### src/rtl/sem_pkg.sv
package sem_pkg;

  // Add one unless the value already sits at the limit.
  function automatic logic [31:0] sat_inc(input logic [31:0] val, input logic [31:0] lim);
    return (val == lim) ? val : val + 32'd1;
  endfunction

  // Take one unless the value is already zero.
  function automatic logic [31:0] floor_dec(input logic [31:0] val);
    return (val == 32'd0) ? val : val - 32'd1;
  endfunction

endpackage

### src/rtl/sem_count.sv
module sem_count #(
  parameter int CNT_W = 16
) (
  input  logic             clk,
  input  logic             rst_n,
  input  logic             v_fire,
  input  logic             p_take,
  output logic [CNT_W-1:0] count,
  output logic [CNT_W-1:0] cnt_after_v
);
  import sem_pkg::*;

  localparam logic [31:0] CNT_MAX = 32'((64'd1 << CNT_W) - 64'd1);

  logic [31:0] inc_w;
  logic [31:0] dec_w;

  assign inc_w       = sat_inc(32'(count), CNT_MAX);
  assign cnt_after_v = v_fire ? inc_w[CNT_W-1:0] : count;
  assign dec_w       = floor_dec(32'(cnt_after_v));

  always_ff @(posedge clk) begin
    if (!rst_n) begin
      count <= '0;
    end else if (p_take) begin
      count <= dec_w[CNT_W-1:0];
    end else begin
      count <= cnt_after_v;
    end
  end

  AST_NO_UNDERFLOW: assert property (@(posedge clk) disable iff (!rst_n)
    (count == '0 && !v_fire) |=> count == '0);
  AST_NO_OVERFLOW: assert property (@(posedge clk) disable iff (!rst_n)
    (count == CNT_MAX[CNT_W-1:0] && !p_take) |=> count == CNT_MAX[CNT_W-1:0]);
  AST_IDLE_HOLD: assert property (@(posedge clk) disable iff (!rst_n)
    (!v_fire && !p_take) |=> $stable(count));

endmodule

### src/rtl/sem_park.sv
module sem_park #(
  parameter int TID_W = 6
) (
  input  logic                  clk,
  input  logic                  rst_n,
  input  logic                  v_fire,
  input  logic                  p_park,
  input  logic [TID_W-1:0]      p_tid,
  output logic [(1<<TID_W)-1:0] mask,
  output logic [(1<<TID_W)-1:0] wake
);
  localparam int NTHR = 1 << TID_W;

  logic [NTHR-1:0] tid_bit;
  logic [NTHR-1:0] mask_nxt;

  always_comb begin
    tid_bit        = '0;
    tid_bit[p_tid] = 1'b1;
    mask_nxt       = v_fire ? '0 : mask;
    if (p_park) mask_nxt = mask_nxt | tid_bit;
  end

  always_ff @(posedge clk) begin
    if (!rst_n) begin
      mask <= '0;
      wake <= '0;
    end else begin
      mask <= mask_nxt;
      wake <= v_fire ? mask : '0;
    end
  end

  AST_WAKE_AFTER_V: assert property (@(posedge clk) disable iff (!rst_n)
    (wake != '0) |-> $past(v_fire));
  AST_MASK_EMPTIED: assert property (@(posedge clk) disable iff (!rst_n)
    v_fire |=> mask == '0);
  AST_PARK_SETS: assert property (@(posedge clk) disable iff (!rst_n)
    p_park |=> mask[$past(p_tid)]);

endmodule

### src/rtl/sem_cell.sv
module sem_cell #(
  parameter int CNT_W  = 16,
  parameter int TID_W  = 6,
  parameter int DATA_W = 64
) (
  input  logic                  clk,
  input  logic                  rst_n,
  input  logic                  fifo_mode,
  input  logic                  p_req,
  input  logic                  p_block,
  input  logic [TID_W-1:0]      p_tid,
  output logic [DATA_W-1:0]     p_rdata,
  output logic                  p_stall,
  input  logic                  v_req,
  input  logic                  v_block,
  input  logic [DATA_W-1:0]     v_wdata,
  output logic [(1<<TID_W)-1:0] wake
);
  localparam int NTHR  = 1 << TID_W;
  localparam int PAD_W = DATA_W - CNT_W;

  // Named internal events
  logic             p_act;
  logic             v_fire;
  logic             p_take;
  logic             p_park;
  logic [CNT_W-1:0] count;
  logic [CNT_W-1:0] cnt_after_v;
  logic [NTHR-1:0]  mask;

  assign p_act  = p_req && !fifo_mode;
  assign v_fire = v_req && !fifo_mode;
  assign p_take = p_act && (cnt_after_v != '0);
  assign p_park = p_act && p_block && (cnt_after_v == '0);

  sem_count #(.CNT_W(CNT_W)) u_count (
    .clk         (clk),
    .rst_n       (rst_n),
    .v_fire      (v_fire),
    .p_take      (p_take),
    .count       (count),
    .cnt_after_v (cnt_after_v)
  );

  sem_park #(.TID_W(TID_W)) u_park (
    .clk    (clk),
    .rst_n  (rst_n),
    .v_fire (v_fire),
    .p_park (p_park),
    .p_tid  (p_tid),
    .mask   (mask),
    .wake   (wake)
  );

  assign p_rdata = p_act ? {{PAD_W{1'b0}}, cnt_after_v} : '0;
  assign p_stall = p_park;

  AST_STALL_NO_TAKE: assert property (@(posedge clk) disable iff (!rst_n)
    p_stall |-> !p_take);
  AST_STALL_HOLDS_ZERO: assert property (@(posedge clk) disable iff (!rst_n)
    p_stall |=> count == '0);
  AST_QUEUE_QUIET: assert property (@(posedge clk) disable iff (!rst_n)
    fifo_mode |-> (p_rdata == '0 && !p_stall));
  AST_QUEUE_MASK_KEPT: assert property (@(posedge clk) disable iff (!rst_n)
    fifo_mode |=> $stable(mask));
  AST_V_BEFORE_P: assert property (@(posedge clk) disable iff (!rst_n)
    (v_fire && p_act) |-> !p_stall);
  AST_V_INPUTS_KNOWN: assert property (@(posedge clk) disable iff (!rst_n)
    v_req |-> !$isunknown({v_block, v_wdata}));
  AST_RESET_CLEAN: assert property (@(posedge clk)
    !rst_n |=> (count == '0 && mask == '0 && wake == '0));

endmodule

### config.mk
export PLATFORM = sky130hd
export DESIGN_NAME = sem_cell
export DESIGN_NICKNAME = d
export VERILOG_FILES = /design/src/rtl/sem_pkg.sv /design/src/rtl/sem_count.sv /design/src/rtl/sem_park.sv /design/src/rtl/sem_cell.sv
export SDC_FILE = /design/constraint.sdc
export NUM_CORES = 1
export LEC_CHECK = 0
export BUFFER_PORTS_ARGS = -buffer_cell sky130_fd_sc_hd__buf_2
export CORE_AREA = 2 2 108 120
export DETAILED_ROUTE_END_ITERATION = 10
export DIE_AREA = 0 0 110 122
export GPL_TIMING_DRIVEN = 0
export PLACE_DENSITY = 0.77
export SYNTH_ARGS = -nofsm -noshare
export SYNTH_HDL_FRONTEND = slang
export SYNTH_SLANG_ARGS = --single-unit
### constraint.sdc
create_clock -name clk -period 6.03 [get_ports clk]
set_clock_uncertainty 0.1 [all_clocks]
set_input_delay 1.809 -clock clk [delete_from_list [all_inputs] [get_ports clk]]
set_output_delay 1.809 -clock clk [all_outputs]
set_load 0.01 [all_outputs]
==> flow_summary.ini, run 1 <==
[placed_design]
place.gp.congestion = 0.866
buffer_ports.inserted = 92
hpwlAfterDp_um = 10400

[clock_tree]
clk_transition_reported_paths_ns = 0.06
clockRootBuffer = sky130_fd_sc_hd__clkbuf_16
clk_latency_ns = 0.42
cts.htree.levels = 4
cts_made_buffers = 17
clock_tree_from_tritoncts = yes
clock_sinks = 144
cts_max_path_buffers = 2

[global_routing]
grt_start_max_net_pins = 17
global_route_wire_length_before_repair_um = 23100
track_usage = 0.225
number_of_global_route_vias_before_repair = 4668
grt_ovf = 0
grt_antenna_before_repair = 0

[sta]
timing.fmax_ghz = 0.169
report.final.hold_viol_count = 0
report.final.setup_viol = 0
layout_min_cycle_time_ns = 5.91
post-route-period-util = 0.980
totalNegativeSetupSlack_ns = 0
worst_slew_pin_slew_ns = 0.744
final_max_slew_viol_count = 0
slew_headroom = 0.500
rsz_0062_raised_after_global_routing = no

[critical_path]
timing_worst_setup_path_type = primary input to primary output
critPathLaunchType = primary input
worstPathArrival_ns = 4.00
setup.worst_path.end_class = primary output
required_time_at_the_endpoint_of_the_critical_path_ns = 4.12
crit_fanout = 10

[detailed_routing]
met3WireLength_um = 1220
detail_route.wirelength_um = 14800
drt_pre_antenna_iters = 5
dr_wl_met2_um = 7130
antenna_left = 0
highest-signal-layer = met4
drc = 0
avgViaCountPerCell = 5.21
met1Wirelength_um = 6160
num_vias = 5120
initialDrtViolationCount = 360
wire_per_inst_um = 15.1

[floorplanning]
num_rows = 43
core-area_um2 = 12300
die_area_um2 = 13400
die_width_um = 110
die_y_um = 122
initial_core_util = 0.487
boundaryPins = 206

[status]
status = completed

[logic_synthesis]
asyncSetResetFlopFracSynth = 0
synthTopCellsByArea = sky130_fd_sc_hd__dfxtp_1, sky130_fd_sc_hd__and3_1, sky130_fd_sc_hd__buf_4
synth_area_per_cell_um2 = 9.22
yosysUniqueCellTypes = 61
syn-instance-count = 650
synth_enable_flop_cells = 0
ys_ff_latch = 144
synth.cell_area_um2 = 5990
synthDominantAreaCellType = sky130_fd_sc_hd__dfxtp_1
ys_warn_count = 0
yosysTopAreaCellShare = 0.481
sequential_to_total_area_share_from_yosys_stat = 0.481
synthFlopType = sky130_fd_sc_hd__dfxtp_1

[flow_run]
maxCapViolations = 0

[cells_and_area]
num_antenna_cells = 0
fillerInstances = 1058
drive_gt1_frac = 0.261
syn_to_final_growth_pct = 24.9
layout.nets = 891

[pwr]
design_power_total_mw = 2.90
powerDensity_nw_per_um2 = 387
vdd.ir_drop.worst_mv = 0.220
leakage_nw = 3.43

[worst_hold_path]
hold_path.class = flop to flop
## what timing repair did
item,4_1_cts,5_1_grt
endpoints found under the setup margin,1,1
hold buffers,0,0
resized for setup,0,10
setup buffers,2,2
pin swaps,1,0
hold endpoints to repair,0,0
## synthesized netlist by cell type, types with 4 or more instances
library cell and instances:
sky130_fd_sc_hd__xnor2_1 5, sky130_fd_sc_hd__mux2i_1 10, sky130_fd_sc_hd__and4_1 5, sky130_fd_sc_hd__nand3_1 19
sky130_fd_sc_hd__nor4_1 8, sky130_fd_sc_hd__nand2b_1 11, sky130_fd_sc_hd__nor3_1 8, sky130_fd_sc_hd__buf_4 49
sky130_fd_sc_hd__nor2b_1 4, sky130_fd_sc_hd__o21ai_1 9, sky130_fd_sc_hd__inv_1 5, sky130_fd_sc_hd__nor2_1 30
sky130_fd_sc_hd__and2_1 4, sky130_fd_sc_hd__dfxtp_1 144, sky130_fd_sc_hd__a21oi_1 6, sky130_fd_sc_hd__nand4_1 11
sky130_fd_sc_hd__o31ai_1 32, sky130_fd_sc_hd__clkbuf_1 27, sky130_fd_sc_hd__buf_2 9, sky130_fd_sc_hd__nand2_1 86
sky130_fd_sc_hd__or3_1 5, sky130_fd_sc_hd__xor2_1 8, sky130_fd_sc_hd__and3_1 68, sky130_fd_sc_hd__o21ai_0 30
## layout make-up
class	instances	area, µm²	area share
sequential	144	2880	0.385
multi-input combinational	459	2790	0.373
buffer	89	537	0.0717
timing repair buffer	96	490	0.0655
clock buffer	21	440	0.0588
tap	157	196	0.0262
clock inverter	11	134	0.0179
inverter	5	18.8	0.00251
## stage by stage
step / cell area [µm²] / cells / hold WS, ns / setup WS (ns) / util
after global routing: 7490 / 982 / 0.368 / 0.0155 / 0.608
after floorplan: 6170 / 697 / 0.317 / 0.353 / -
after global placement: 6830 / 946 / 0.325 / -0.292 / 0.554
final: 7490 / 982 / 0.346 / 0.119 / 0.608
after detailed placement: 6830 / 946 / 0.331 / -0.292 / 0.554
after CTS: 7420 / 980 / 0.346 / 0.0534 / 0.602
## critical path, cell delays in order
cell                       delay [ns]
sky130_fd_sc_hd__buf_2           0.12
sky130_fd_sc_hd__nand2b_1        0.13
sky130_fd_sc_hd__buf_2           0.20
sky130_fd_sc_hd__nor4_1          0.43
sky130_fd_sc_hd__mux2i_2         0.40
sky130_fd_sc_hd__nand2_1         0.22
sky130_fd_sc_hd__nor4_4          0.25
sky130_fd_sc_hd__nand3_1         0.20
sky130_fd_sc_hd__nor2_1          0.11
sky130_fd_sc_hd__buf_2           0.13
## power by group
part	switching, mW	total [mW]	internal [mW]
clock network	0.399	1.01	0.612
logic	0.563	0.864	0.301
registers	0.0362	1.03	0.990
total	0.998	2.90	1.90
## path summary, 6_finish.rpt
kind | start | endpoint | slack, ns | cells after the start
worst max-delay path | fifo_mode | p_stall | 0.12 | 10
worst min-delay path | u_park.mask[61]$_SDFF_PN0_ | u_park.mask[61]$_SDFF_PN0_ | 0.35 | 2
worst max register to register | u_count.count[0]$_SDFF_PN0_ | u_park.mask[51]$_SDFF_PN0_ | 2.09 | 11
worst min register to register | u_park.mask[61]$_SDFF_PN0_ | u_park.mask[61]$_SDFF_PN0_ | 0.35 | 2
## cells in the final DEF (no fill, tap or decap), types with 19 or more instances in the layout
| cell | Yosys | routed |
|---|---|---|
| sky130_fd_sc_hd__dfxtp_1 | 144 | 144 |
| sky130_fd_sc_hd__buf_2 | 9 | 101 |
| sky130_fd_sc_hd__nand2_1 | 86 | 86 |
| sky130_fd_sc_hd__and3_1 | 68 | 68 |
| sky130_fd_sc_hd__buf_4 | 49 | 53 |
| sky130_fd_sc_hd__conb_1 | 1 | 48 |
| sky130_fd_sc_hd__o31ai_1 | 32 | 32 |
| sky130_fd_sc_hd__clkbuf_1 | 27 | 31 |
| sky130_fd_sc_hd__o21ai_0 | 30 | 30 |
| sky130_fd_sc_hd__nor2_1 | 30 | 29 |
| sky130_fd_sc_hd__nand3_1 | 19 | 19 |
## cells by family (layout without fill, tap and decap cells)
| group | after synthesis | after routing | synth area share |
|---|---|---|---|
| xor+xnor | 13 | 13 | 0.0190 |
| simple gates | 282 | 282 | 0.262 |
| other cells | 1 | 48 | 0.000626 |
| buf+inv | 94 | 222 | 0.0927 |
| mux | 13 | 13 | 0.0228 |
| flops | 144 | 144 | 0.481 |
| compound gates | 101 | 101 | 0.118 |
| fa+ha+maj | 2 | 2 | 0.00417 |
## per-layer routing
layer / track usage / vias up
li1: - / 2524
met1: 0.278 / 2332
met2: 0.381 / 232
met3: 0.0524 / 32
met4: 0.0759 / 0
met5: 0 / -
## state kept, by name, summed over array words and instances, names as in the netlist
signal and count:
u_park.wake 64, u_count.count 16, u_park.mask 64
Note: power is estimated with default switching activity, not from simulation.
==> inputs of run 2 (changes only) <==
--- a/config.mk
+++ b/config.mk
@@ -7,9 +7,11 @@
 export LEC_CHECK = 0
 export BUFFER_PORTS_ARGS = -buffer_cell sky130_fd_sc_hd__buf_2
 export CORE_AREA = 2 2 108 120
+export CTS_BUF_LIST = sky130_fd_sc_hd__clkbuf_8
 export DETAILED_ROUTE_END_ITERATION = 10
 export DIE_AREA = 0 0 110 122
 export GPL_TIMING_DRIVEN = 0
+export MAX_ROUTING_LAYER = met4
 export PLACE_DENSITY = 0.77
 export SYNTH_ARGS = -nofsm -noshare
 export SYNTH_HDL_FRONTEND = slang
==> flow_summary.ini, run 2 (synthesized netlist as in run 1, its figures left out) <==
[status]
status = completed

[pwr]
p_int_mw = 1.65
switching_share = 0.367
pwr-share-clk = 0.280
share_seq_of_total_power = 0.394
vdd.ir_drop.worst_mv = 0.195
pwr-share-comb = 0.327
leakage_nw = 3.36
total_switching_power_mw = 0.955
powerDensity_nw_per_um2 = 357

[sta]
report.final.hold_viol_count = 0
slew_headroom = 0.507
report.final.setup_viol = 0
final_max_slew_viol_count = 0
timing.fmax_ghz = 0.169
layout_min_cycle_time_ns = 5.90
post-route-period-util = 0.979
worst_slew_pin_slew_ns = 0.733

[placed_design]
dpl.cell_count = 946
hpwlAfterDp_um = 10400
place.gp.congestion = 0.880
buffer_ports.inserted = 92

[cells_and_area]
layout.nets = 893
layout.core_utilization = 0.593
instances_no_fill = 984
most-common-layout-cells = sky130_fd_sc_hd__dfxtp_1, sky130_fd_sc_hd__buf_2, sky130_fd_sc_hd__nand2_1
reg_top3 = u_park.mask: 64 flops, u_park.wake: 64 flops, u_count.count: 16 flops
fillerInstances = 1087
commonest_non_fill_non_tap_cell_in_the_layout = sky130_fd_sc_hd__dfxtp_1
syn_to_final_growth_pct = 21.8
num_antenna_cells = 0
drive_gt1_frac = 0.264

[global_routing]
grt_ovf = 0
grt_antenna_before_repair = 0
global_route_wire_length_before_repair_um = 22500
grt_start_max_net_pins = 17
track_usage = 0.225
number_of_global_route_vias_before_repair = 4601

[critical_path]
critPathLaunchType = primary input
capturing_point_of_the_worst_reg2reg_path = u_park.mask[41]$_SDFF_PN0_
timing_worst_setup_path_type = primary input to primary output
crit_fanout = 10
setup.worst_path.end_class = primary output
required_time_at_the_endpoint_of_the_critical_path_ns = 4.12
worstPathArrival_ns = 3.99
worstRegToRegCells = 11
setup.reg_to_reg.worst_slack_ns = 2.09
rr_startpoint = u_count.count[0]$_SDFF_PN0_

[floorplanning]
boundaryPins = 206
initial_core_util = 0.487
num_rows = 43
die_y_um = 122
die_width_um = 110
die_area_um2 = 13400
core-area_um2 = 12300

[clock_tree]
cts_made_buffers = 17
clk_transition_reported_paths_ns = 0.07
clockRootBuffer = sky130_fd_sc_hd__clkbuf_8
clk_latency_ns = 0.45
cts_hold_buf = 0
clock_tree_from_tritoncts = yes
cts_max_path_buffers = 2
cts.htree.levels = 4
clock_sinks = 144

[detailed_routing]
num_vias = 5098
wire_per_inst_um = 14.6
drc = 0
antenna_left = 0
avgViaCountPerCell = 5.18
drt_pre_antenna_iters = 5
initialDrtViolationCount = 344
detail_route.wirelength_um = 14400

[worst_hold_path]
worstHoldPathCells = 2
min_from = u_park.mask[61]$_SDFF_PN0_
capture_endpoint_of_the_worst_hold_path = u_park.mask[61]$_SDFF_PN0_
hold_path.class = flop to flop

[flow_run]
maxCapViolations = 0
## run 2: cell types whose count changed in the layout (fill, tap and decap cells not counted)
cell                        before  now
sky130_fd_sc_hd__nand4_2         2    3
sky130_fd_sc_hd__clkbuf_16      17    0
sky130_fd_sc_hd__nor4_2          2    3
sky130_fd_sc_hd__clkbuf_8        0   17
sky130_fd_sc_hd__buf_4          53   55
sky130_fd_sc_hd__nor4_1          7    6
sky130_fd_sc_hd__inv_1           5    9
sky130_fd_sc_hd__mux2i_2         3    4
sky130_fd_sc_hd__clkbuf_1       31   27
sky130_fd_sc_hd__nand4_4         4    3
sky130_fd_sc_hd__mux2i_4         1    0
## run 2: how the worst max path moves through the flow
stage / from / endpoint / slack [ns] / cells after the start
after floorplan: fifo_mode / p_stall / 0.35 / 8
after CTS: fifo_mode / p_stall / 0.06 / 11
after global placement: fifo_mode / p_stall / -0.29 / 10
final: fifo_mode / p_stall / 0.13 / 10
after detailed placement: fifo_mode / p_stall / -0.29 / 10
after global routing: fifo_mode / p_stall / -0.02 / 11
## run 2: power groups by stage
stage / clock (mW) / sequential [mW] / combinational [mW]
finish: 0.729 / 1.02 / 0.850
global route: 0.781 / 1.03 / 0.907
CTS: 0.739 / 1.02 / 0.809
detailed placement: 0 / 1.04 / 0.784
global placement: 0 / 1.04 / 0.772
floorplan: 0 / 1.04 / 0.605
## run 2: area by class of cell
cell class / instances / area (µm²) / area share
multi-input combinational: 459 / 2780 / 0.381
buffer: 89 / 537 / 0.0735
inverter: 5 / 18.8 / 0.00257
clock inverter: 15 / 149 / 0.0204
sequential: 144 / 2880 / 0.395
clock buffer: 17 / 234 / 0.0320
tap: 157 / 196 / 0.0269
timing repair buffer: 98 / 505 / 0.0692
## run 2: worst max-delay path, stage by stage
cell                       delay, ns
sky130_fd_sc_hd__buf_2          0.12
sky130_fd_sc_hd__nand2b_1       0.13
sky130_fd_sc_hd__buf_2          0.20
sky130_fd_sc_hd__nor4_2         0.38
sky130_fd_sc_hd__mux2i_2        0.34
sky130_fd_sc_hd__nand2_1        0.21
sky130_fd_sc_hd__nor4_4         0.37
sky130_fd_sc_hd__nand3_1        0.19
sky130_fd_sc_hd__nor2_1         0.11
sky130_fd_sc_hd__buf_2          0.13
## run 2: layer usage
| layer | vias to the layer above | part of all wire | track usage |
|---|---|---|---|
| li1 | 2524 | - | - |
| met1 | 2306 | 0.42 | 0.272 |
| met2 | 230 | 0.47 | 0.364 |
| met3 | 38 | 0.086 | 0.0530 |
| met4 | 0 | 0.025 | 0.0791 |
| met5 | - | 0 | - |
## run 2: through the flow
stage | TNS, ns | power, mW | worst slack, ns | instance area, µm² | hold WS (ns)
2_1_floorplan | 0 | 1.64 | 0.353 | 6170 | 0.317
3_3_place_gp | -0.292 | 1.82 | -0.292 | 6830 | 0.325
3_5_place_dp | -0.292 | 1.83 | -0.292 | 6830 | 0.331
4_1_cts | 0 | 2.57 | 0.0582 | 7230 | 0.350
5_1_grt | -0.0228 | 2.72 | -0.0228 | 7300 | 0.373
6_report | 0 | 2.60 | 0.128 | 7300 | 0.348
## run 2: repair_timing
item,CTS,global route
endpoints found under the setup margin,1,1
setup buffers,2,4
pin swaps,1,1
gates resized for setup,0,9
endpoints found under the hold margin,0,0
==> inputs of run 3 (changes only) <==
--- a/config.mk
+++ b/config.mk
@@ -6,13 +6,14 @@
 export NUM_CORES = 1
 export LEC_CHECK = 0
 export BUFFER_PORTS_ARGS = -buffer_cell sky130_fd_sc_hd__buf_2
-export CORE_AREA = 2 2 108 120
+export CORE_AREA = 2 2 141 156
 export CTS_BUF_LIST = sky130_fd_sc_hd__clkbuf_8
 export DETAILED_ROUTE_END_ITERATION = 10
-export DIE_AREA = 0 0 110 122
+export DIE_AREA = 0 0 143 158
 export GPL_TIMING_DRIVEN = 0
 export MAX_ROUTING_LAYER = met4
-export PLACE_DENSITY = 0.77
+export PLACE_DENSITY = 0.48
+export RECOVER_POWER = 50
 export SYNTH_ARGS = -nofsm -noshare
 export SYNTH_HDL_FRONTEND = slang
 export SYNTH_SLANG_ARGS = --single-unit
==> flow_summary.ini, run 3 (synthesized netlist as in run 1, its figures left out) <==
[status]
status = completed

[detailed_routing]
drt_pre_antenna_iters = 5
wire_per_inst_um = 14.7
antenna_left = 0
drc = 0
avgViaCountPerCell = 4.42
detail_route.wirelength_um = 16400
num_vias = 4938
initialDrtViolationCount = 278

[sta]
post-route-period-util = 0.979
slew_headroom = 0.453
report.final.setup_viol = 0
timing.fmax_ghz = 0.169
hold_ws_ns = 0.346
layout_min_cycle_time_ns = 5.90
report.final.hold_viol_count = 0
final_max_slew_viol_count = 0
worst_slew_pin_slew_ns = 0.817

[placed_design]
place.gp.congestion = 0.803
dpl.cell_count = 1079
buffer_ports.inserted = 92
hpwlAfterDp_um = 12000

[critical_path]
critPathMaxStageDelay_ns = 0.38
worstPathArrival_ns = 3.99
timing.critical_path.buf_inv = 3
setup.worst_path.end_class = primary output
critPathLaunchType = primary input
timing_worst_setup_path_type = primary input to primary output
timing.critical_path.slowest_stage_cell = sky130_fd_sc_hd__nor4_2
path_delay_family = simple AND/OR/NAND/NOR gates
required_time_at_the_endpoint_of_the_critical_path_ns = 4.12
crit_fanout = 10
critical_path.cell_chain = buf_2, nand2b_1, buf_2, nor4_2, mux2i_2, nand2_1, nor4_4, nand3_1, nor2_1, buf_2
worst_path_most_repeated_cell = sky130_fd_sc_hd__buf_2

[global_routing]
grt_ovf = 0
track_usage = 0.150
grt_start_max_net_pins = 17
grt_antenna_before_repair = 0
number_of_global_route_vias_before_repair = 4632
global_route_wire_length_before_repair_um = 25300

[cells_and_area]
drive_gt1_frac = 0.189
most-common-layout-cells = sky130_fd_sc_hd__dfxtp_1, sky130_fd_sc_hd__clkbuf_1, sky130_fd_sc_hd__nand2_1
layout.nets = 892
multi_input_area_um2 = 2810
syn_to_final_growth_pct = 24.3
num_antenna_cells = 0
commonest_non_fill_non_tap_cell_in_the_layout = sky130_fd_sc_hd__dfxtp_1
instances_no_fill = 1116
regArea_um2 = 2880
fillerInstances = 2278
reg_top3 = u_park.mask: 64 flops, u_park.wake: 64 flops, u_count.count: 16 flops

[clock_tree]
clk_transition_reported_paths_ns = 0.07
cts.htree.levels = 4
cts_made_buffers = 17
clock_tree_from_tritoncts = yes
clockRootBuffer = sky130_fd_sc_hd__clkbuf_8
clk_latency_ns = 0.44
clock_sinks = 144
cts_max_path_buffers = 2

[floorplanning]
boundaryPins = 206
die_area_um2 = 22600
die_y_um = 158
die_width_um = 143
num_rows = 56
initial_core_util = 0.284
core-area_um2 = 21100

[flow_run]
maxCapViolations = 0

[worst_hold_path]
hold_path.class = flop to flop

[pwr]
leakage_nw = 3.11
powerDensity_nw_per_um2 = 364
vdd.ir_drop.worst_mv = 0.178
[run 3: cell types whose count changed in the layout (fill, tap and decap cells not counted), sizes merged]
cell	previous run	this run
clkinv	3	5
clkinvlp	4	1
bufinv	2	4
clkbuf	44	109
buf	160	94
inv	11	10
[run 3: what timing repair did]
item                       CTS  global route
gates resized for setup      4            10
setup endpoints to repair    1             1
setup buffers                2             3
pin swaps                    1             1
hold buffers                 0             0
[run 3: final cells by class]
type                    instances  share of cell area
plain buffers                  89              0.0720
clock buffers                  17              0.0314
clock inverters                15              0.0259
inverters                       5             0.00252
multi-input cells             459               0.377
flip-flops and latches        144               0.387
well taps                     290              0.0487
repair buffers                 97              0.0559
[run 3: worst paths after layout]
path                            depth (start not counted)                    endpoint  slack, ns                         from
worst max-delay path                                   10                     p_stall       0.13                    fifo_mode
worst min register to register                          2  u_park.mask[28]$_SDFF_PN0_       0.35   u_park.mask[28]$_SDFF_PN0_
worst max register to register                         11  u_park.mask[52]$_SDFF_PN0_       2.08  u_count.count[0]$_SDFF_PN0_
worst min-delay path                                    2  u_park.mask[28]$_SDFF_PN0_       0.35   u_park.mask[28]$_SDFF_PN0_
[run 3: metrics by stage]
stage / TNS [ns] / power [mW] / setup WS (ns) / area [µm²] / util
finish: 0 / 2.71 / 0.127 / 7450 / 0.353
CTS: 0 / 2.70 / 0.00706 / 7450 / 0.353
global route: -0.0140 / 2.86 / -0.0140 / 7450 / 0.353
global placement: -0.442 / 1.86 / -0.442 / 6990 / 0.332
floorplan: 0 / 1.64 / 0.353 / 6170 / -
detailed placement: -0.449 / 1.86 / -0.449 / 6990 / 0.332
[run 3: tightest hold or removal path, stage by stage, from the launching register on]
cell	delay [ns]
sky130_fd_sc_hd__dfxtp_1	0.31
sky130_fd_sc_hd__nand2_1	0.05
sky130_fd_sc_hd__o21ai_1	0.05
[run 3: metal layers]
metal  global-route usage  vias to the layer above  routed length (µm)
li1                     -                     2519                   -
met1                0.195                     2257                7910
met2                0.241                      149                7620
met3               0.0284                       13                 693
met4               0.0391                        0                 152
met5                    -                        -                   0
[run 3: report_power, final]
part | internal (mW) | leakage [nW] | switching, mW | total (mW)
Clock | 0.449 | 0.224 | 0.371 | 0.820
Sequential | 0.989 | 1.16 | 0.0375 | 1.03
Combinational | 0.300 | 1.72 | 0.567 | 0.867
Total | 1.74 | 3.11 | 0.975 | 2.71
